[config.mk]
export PLATFORM = sky130hd
export DESIGN_NAME = quad_phase_demod
export DESIGN_NICKNAME = d
export VERILOG_FILES = /design/src/rtl/qpd_pkg.sv /design/src/rtl/qpd_sequencer.sv /design/src/rtl/qpd_channel_acc.sv /design/src/rtl/quad_phase_demod.sv
export SDC_FILE = /design/constraint.sdc
export NUM_CORES = 1
export LEC_CHECK = 0
export BUFFER_PORTS_ARGS = -buffer_cell sky130_fd_sc_hd__buf_4
export CAP_MARGIN = 20
export CORE_ASPECT_RATIO = 2
export CORE_MARGIN = 5
export CORE_UTILIZATION = 59
export CTS_CLUSTER_DIAMETER = 100
export CTS_CLUSTER_SIZE = 20
export DETAILED_ROUTE_END_ITERATION = 6
export HOLD_SLACK_MARGIN = 0.05
export PLACE_DENSITY = 0.8
export RECOVER_POWER = 25
export SKIP_CTS_REPAIR_TIMING = 1
export SYNTH_ARGS = -nofsm -noshare
export SYNTH_HDL_FRONTEND = slang
export SYNTH_SLANG_ARGS = --single-unit
[constraint.sdc]
create_clock -name clk_i -period 4.4 [get_ports clk_i]
set_input_delay 0.22 -clock clk_i [delete_from_list [all_inputs] [get_ports clk_i]]
set_output_delay 0.22 -clock clk_i [all_outputs]
set_load 0.03 [all_outputs]
[src/rtl/qpd_pkg.sv]
package qpd_pkg;
  typedef logic [1:0] phase_t;

  localparam phase_t PH_LAST = 2'd3;

  // bit p set: sample of phase p is negated
  localparam logic [3:0] NEG_SIG = 4'b1010;
  localparam logic [3:0] NEG_REF = 4'b0110;
  localparam logic [3:0] NEG_OFF = 4'b0000;
  localparam int unsigned NUM_CH = 3;

  function automatic logic [3:0] ch_mask(input int unsigned ch);
    case (ch)
      0:       return NEG_SIG;
      1:       return NEG_REF;
      default: return NEG_OFF;
    endcase
  endfunction
endpackage

[src/rtl/qpd_sequencer.sv]
module qpd_sequencer
  import qpd_pkg::*;
(
  input  logic   clk_i,
  input  logic   rst_ni,
  input  logic   step_i,
  output phase_t phase_o,
  output logic   last_o,
  output logic   spin_o,
  output logic   coil_o
);
  phase_t phase_q;

  always_ff @(posedge clk_i or negedge rst_ni) begin
    if (!rst_ni)     phase_q <= '0;
    else if (step_i) phase_q <= phase_q + 2'd1;
  end

  assign phase_o = phase_q;
  assign last_o  = step_i && (phase_q == PH_LAST);
  assign spin_o  = ~phase_q[0];
  assign coil_o  = ~phase_q[1];
endmodule

[src/rtl/qpd_channel_acc.sv]
module qpd_channel_acc
  import qpd_pkg::*;
#(
  parameter int unsigned SAMPLE_W = 12,
  parameter logic [3:0]  NEG_MASK = 4'b0000,
  localparam int unsigned ACC_W   = SAMPLE_W + 2
) (
  input  logic                clk_i,
  input  logic                rst_ni,
  input  logic                step_i,
  input  logic                last_i,
  input  phase_t              phase_i,
  input  logic [SAMPLE_W-1:0] sample_i,
  output logic [ACC_W-1:0]    res_o
);
  logic signed [ACC_W-1:0] sx, term, acc_q, sum;

  assign sx   = {{2{sample_i[SAMPLE_W-1]}}, sample_i};
  assign term = NEG_MASK[phase_i] ? -sx : sx;
  assign sum  = acc_q + term;

  always_ff @(posedge clk_i or negedge rst_ni) begin
    if (!rst_ni) begin
      acc_q <= '0;
      res_o <= '0;
    end else if (step_i) begin
      if (last_i) begin
        res_o <= sum;
        acc_q <= '0;
      end else begin
        acc_q <= sum;
      end
    end
  end
endmodule

[src/rtl/quad_phase_demod.sv]
module quad_phase_demod
  import qpd_pkg::*;
#(
  parameter int unsigned SAMPLE_W = 12,
  localparam int unsigned ACC_W   = SAMPLE_W + 2
) (
  input  logic                clk_i,
  input  logic                rst_ni,
  input  logic                step_i,
  input  logic [SAMPLE_W-1:0] sample_i,
  output logic [1:0]          phase_o,
  output logic                spin_o,
  output logic                coil_o,
  output logic                res_valid_o,
  output logic [ACC_W-1:0]    sig_o,
  output logic [ACC_W-1:0]    ref_o,
  output logic [ACC_W-1:0]    off_o
);
  phase_t            phase;
  logic              last;
  logic [ACC_W-1:0]  res [NUM_CH];

  qpd_sequencer u_seq (
    .clk_i  (clk_i),
    .rst_ni (rst_ni),
    .step_i (step_i),
    .phase_o(phase),
    .last_o (last),
    .spin_o (spin_o),
    .coil_o (coil_o)
  );

  for (genvar c = 0; c < NUM_CH; c++) begin : g_ch
    qpd_channel_acc #(
      .SAMPLE_W(SAMPLE_W),
      .NEG_MASK(ch_mask(c))
    ) u_acc (
      .clk_i   (clk_i),
      .rst_ni  (rst_ni),
      .step_i  (step_i),
      .last_i  (last),
      .phase_i (phase),
      .sample_i(sample_i),
      .res_o   (res[c])
    );
  end

  always_ff @(posedge clk_i or negedge rst_ni) begin
    if (!rst_ni) res_valid_o <= 1'b0;
    else         res_valid_o <= last;
  end

  assign phase_o = phase;
  assign sig_o   = res[0];
  assign ref_o   = res[1];
  assign off_o   = res[2];
endmodule

Yosys cells after proc, flatten, opt, wreduce, memory -nomap -nowiden
Index checks and enable logic that the tools add are counted.
Cells by class
  add/sub/neg operators: 5
  $lt $le $gt $ge: 1
  equality and inequality tests: 1
  multiplexer cells: 12
  bitwise gates (word level): 2
  reduce and logical (&&, ||, !) cells: 2
Operators with widths (number)
  14-bit 2-to-1 mux: 6
  14-bit adder: 3
  12-bit negator with 14-bit output: 1
  1-bit binary-select mux with 2-bit select: 3
  2-bit by 3-bit < comparator with 1-bit output, second input constant: 1
  1-bit 2-to-1 mux: 3
  2-bit by 1-bit adder with 2-bit output, second input constant: 1
  2-bit == test, second input constant: 1
  1-bit inverter: 2
  2-bit AND reduction: 1
  1-bit logical AND: 1
Word-level totals
  bits in registers: 87
  bits of input ports: 15
  output and inout bits: 47
  logic and storage cells: 31

Logic depth before layout (Yosys ltp)
  depth after elaboration: 5
  depth in mapped cells: 14
  gate-level depth less buffers: 14

Hierarchy
From an unflattened synthesis, not the netlist that was laid out.
Unflattened totals
  cell total of the unflattened synthesis: 604
  area, all modules: 5709.2 um^2
By module, submodules not included
  qpd_channel_acc (g_ch[0].u_acc): times used 1, cells each 206, area each 1983.2 um^2, seq. area each 700.7 um^2
  qpd_channel_acc (g_ch[1].u_acc): times used 1, cells each 214, area each 1948.1 um^2, seq. area each 700.7 um^2
  qpd_channel_acc (g_ch[2].u_acc): times used 1, cells each 175, area each 1651.6 um^2, seq. area each 700.7 um^2
  qpd_sequencer: times used 1, cells each 8, area each 101.3 um^2, seq. area each 50.0 um^2
  quad_phase_demod: times used 1, cells each 1, area each 25.0 um^2, seq. area each 25.0 um^2

Worst setup path before layout
No wires, ideal clock.
  path type: reg-to-reg
  start point: register u_seq.phase_q[0], in the netlist u_seq.phase_o[0]
  end point: register g_ch[1].u_acc.res_o[13]
  setup time: 0.077 ns
  data arrival time: 3.145 ns
  data required time: 4.323 ns
  setup slack: 1.178 ns
  stages on the path, launching flop included: 11
  buffers on the path: 1
  period minus slack after synthesis: 3.222 ns
  cells stage by stage: dfrtp_1 > ha_1 > clkbuf_1 > o21ai_0 > ha_1 > a211oi_1 > o211ai_1 > a221oi_1 > o41a_1 > xnor3_1 > o21ai_1
On the way
  cells in the longest elaborated chain, start to end: 4
  elaborated cells between the ends (all ways): 7
  those cells by class: add/sub: 1; eq/ne: 1; mux: 3; reduce/logical: 2
Ends and longest elaborated chain
  start, declared: line qpd_sequencer.sv:12  | phase_t phase_q;
  start signal, assigned: line qpd_sequencer.sv:16  | else if (step_i) phase_q <= phase_q + 2'd1;
  1-bit binary-select mux with 2-bit select: line qpd_channel_acc.sv:19  | assign term = NEG_MASK[phase_i] ? -sx : sx;
  1-bit 2-to-1 mux (implied by the code): line qpd_channel_acc.sv:19
  14-bit 2-to-1 mux: line qpd_channel_acc.sv:19
  14-bit adder: line qpd_channel_acc.sv:20  | assign sum = acc_q + term;
  end signal, assigned: line qpd_channel_acc.sv:28  | res_o <= sum;
  end, declared: line qpd_channel_acc.sv:14  | output logic [ACC_W-1:0] res_o
Parallel ways exist; a longest one is shown, timed or not. The select of a mux whose other input is x is not followed.
A chain may end at the register's enable or synchronous reset.

Worst setup path in the final report
Ends and elaborated chain as after synthesis.

==> qor.csv <==
metric,value,unit
run_status,finished with violations,
failed_checks,"capacitance limit, slew limit",
fraction_of_layout_cells_with_a_size_suffix_above_1,11.9,%
buffer_ports.inserted,61,
final.min_clock_period,3.45,ns
post_layout_nonfiller_instances,744,
avgRoutedWirePerCell,18.5,um
final_cell_area_excluding_filler_cells,6350,um2
grt_util_met2,44.4,%
fraction_of_registers_with_async_set_reset,100,%
cts_sinks,87,
final_hold_viol_count,0,
ios,62,
min_to,u_seq.phase_o[0],
route.detailed.drc,0,
crit_arrival,3.73,ns
finalSetupViolCount,0,
layout_worst_path_cycle_share,78.4,%
maxClockFrequency,290,MHz
yosys_warning_count,0,
maxSlewViolCount,37,
timing.clock.skew,0.00956,ns
cp_max_fo,19,
synth_top_area_share,39.3,%
syn-cell-area,5540,um2
synth_largest_area_cell,sky130_fd_sc_hd__dfrtp_1,
core_region_area,9260,um2
most_repeated_cell_in_the_gate_level_netlist_after_synthesis,sky130_fd_sc_hd__dfrtp_1,
clk_latency,0.35,ns
synth-seq-area-share,39.3,%
height_of_the_die,147,um
global_route.usage.met1,27.2,%
die_width,78.5,um
critPathRequiredTime,4.68,ns
globalRoute.totalOverflow,0,
regToRegSetupSlack,0.95,ns
cts_buffers,9,
worst_hold_startpoint,step_i,
vias_in_the_first_global_route,4885,
holdCritPathClass,in2reg,
syn_inst,577,
nets,698,
rsz0062_at_grt,false,
synth_area_per_cell,9.60,um2
most_area_consuming_cells_after_synthesis,"sky130_fd_sc_hd__dfrtp_1 39%, sky130_fd_sc_hd__ha_1 10%, sky130_fd_sc_hd__nand2_1 5.2%",
critPathCaptureType,flop,
drt_iter0_drc,251,
cts.reportedPaths.clkPinSlew,0.07,ns
synth.top_cells.by_count,"87 x sky130_fd_sc_hd__dfrtp_1, 76 x sky130_fd_sc_hd__nand2_1, 45 x sky130_fd_sc_hd__ha_1, 38 x sky130_fd_sc_hd__o21ai_0, 31 x sky130_fd_sc_hd__xnor2_1",
r2r_end,g_ch[1].u_acc.res_o[13],
pin_count_of_the_biggest_net_entering_global_routing,53,
grt.busiest_layer,met2,
route.vias.total,4611,
ys_dominant_reg_cell,sky130_fd_sc_hd__dfrtp_1,
grt_pass1_wl,23000,um
relSlewSlack,-39.2,%
crit_type,reg2reg,
grt.total_usage,25.2,%
rr_startpoint,u_seq.phase_o[0],
fillCellCount,765,
drtAntennaViolNets,0,
synth_nets,640,
cap_viol_max_count,1,
drt_pre_antenna_iters,5,
post_synth_num_cell_types,59,
min_path_cells,2,
synth_edf_count,0,
timing.critical_path.from_type,flop,
placed_cell_area,6090,um2
ys_seq_elements,87,
fp.dieArea,11500,um2
htree_num_levels,3,
antenna_found_initial,0,
routabilityCongestion,0.906,
timing.setup.tns,0,ns
max_slew.worst_pin.slew,2.09,ns
dpl.hpwl,10400,um
area_delta_synth_final,14.7,%
dp.cells,726,
final_util,68.6,%
drt_wl_total,13700,um
insertedDiodeCount,0,
clk_path_buf_depth,2,
rows,50,
tritoncts_clock_tree,yes,
floorplan.initialDensity,59.8,%
ctsRootBufferMaster,sky130_fd_sc_hd__clkbuf_16,
worst-r2r-cell-count,10,
vias_per_inst,6.20,
met3_usage,3.99,%
## kinds of logic after synthesis
kind of cell,Yosys count,share of synthesized area [%]
muxes,10,1.97
xor gates and xnor gates,53,9.15
DFF,87,39.3
AOI/OAI and AO/OA,184,22.8
and+or+nand+nor,153,12.7
adders and majority gates,48,11.3
buffers and inverters,42,2.85
## cell type report
| cell class | count | area, um2 | share of cell area [%] |
|---|---|---|---|
| Sequential cell | 87 | 2180 | 34.3 |
| Inverter | 21 | 78.8 | 1.24 |
| Timing Repair Buffer | 68 | 458 | 7.21 |
| Clock buffer | 9 | 225 | 3.55 |
| Tap cell | 104 | 130 | 2.05 |
| Clock inverter | 7 | 78.8 | 1.24 |
| Multi-Input combinational cell | 448 | 3200 | 50.4 |
## how the worst max path moves through the flow
| stage | start | to |
|---|---|---|
| after floorplan | u_seq.phase_o[0] | g_ch[1].u_acc.res_o[13] |
| after global placement | u_seq.phase_o[0] | g_ch[1].u_acc.res_o[13] |
| after detailed placement | u_seq.phase_o[0] | g_ch[1].u_acc.res_o[13] |
| after CTS | u_seq.phase_o[0] | g_ch[1].u_acc.res_o[13] |
| after global routing | u_seq.phase_o[0] | g_ch[1].u_acc.res_o[13] |
| final | u_seq.phase_o[0] | g_ch[1].u_acc.res_o[13] |
## through the flow
step	setup WS (ns)	hold slack, ns
finish	0.949	0.150
global route	0.620	0.161
CTS	0.906	-0.153
detailed placement	0.926	0.230
global placement	1.02	0.219
floorplan	1.18	-0.0756
## flip-flops by register name, indices dropped and copies added, names as in the netlist
name	flops
g_ch.u_acc.res_o	42
g_ch.u_acc.acc_q	42
u_seq.phase_o	2
res_valid_o	1
## per-layer routing
| layer | up-vias | share of wire [%] | wire length, um |
|---|---|---|---|
| li1 | 2207 | - | - |
| met1 | 2202 | 38 | 5180 |
| met2 | 141 | 52 | 7160 |
| met3 | 61 | 4.0 | 554 |
| met4 | 0 | 6.1 | 842 |
| met5 | - | 0 | 0 |
## layout by cell type (no fill, tap or decap), types with 5 or more instances in the layout
cell / Yosys / layout
sky130_fd_sc_hd__o21bai_1: 5 / 5
sky130_fd_sc_hd__a22o_1: 6 / 6
sky130_fd_sc_hd__nand2_1: 76 / 75
sky130_fd_sc_hd__o21ai_1: 22 / 22
sky130_fd_sc_hd__mux2_2: 7 / 7
sky130_fd_sc_hd__o2bb2ai_1: 29 / 29
sky130_fd_sc_hd__o21ai_0: 38 / 38
sky130_fd_sc_hd__clkbuf_1: 21 / 20
sky130_fd_sc_hd__nor2_1: 25 / 25
sky130_fd_sc_hd__a21o_1: 11 / 11
sky130_fd_sc_hd__nor2b_1: 7 / 7
sky130_fd_sc_hd__nand3_1: 7 / 7
sky130_fd_sc_hd__nor3_1: 7 / 7
sky130_fd_sc_hd__a21oi_1: 26 / 26
sky130_fd_sc_hd__buf_4: 0 / 46
sky130_fd_sc_hd__dfrtp_1: 87 / 87
sky130_fd_sc_hd__o21a_1: 5 / 5
sky130_fd_sc_hd__inv_1: 19 / 19
sky130_fd_sc_hd__xnor2_1: 31 / 31
sky130_fd_sc_hd__clkbuf_16: 0 / 9
sky130_fd_sc_hd__o31ai_1: 5 / 5
sky130_fd_sc_hd__or3_1: 7 / 7
sky130_fd_sc_hd__ha_1: 45 / 45
sky130_fd_sc_hd__xor2_1: 19 / 19
sky130_fd_sc_hd__a211oi_1: 8 / 8
## worst max-delay path, cell delays in order, from the launching register on
cell	delay [ns]
sky130_fd_sc_hd__dfrtp_1	0.36
sky130_fd_sc_hd__buf_4	0.19
sky130_fd_sc_hd__ha_1	0.52
sky130_fd_sc_hd__o21ai_0	0.41
sky130_fd_sc_hd__ha_1	0.32
sky130_fd_sc_hd__a211oi_1	0.29
sky130_fd_sc_hd__o211ai_1	0.16
sky130_fd_sc_hd__a221oi_1	0.40
sky130_fd_sc_hd__o41a_1	0.28
sky130_fd_sc_hd__xnor3_1	0.31
sky130_fd_sc_hd__o21ai_1	0.12
Power is left out: the tool's default activity adds up to more than one toggle a clock period on the data nets, which glitch-free logic cannot reach.
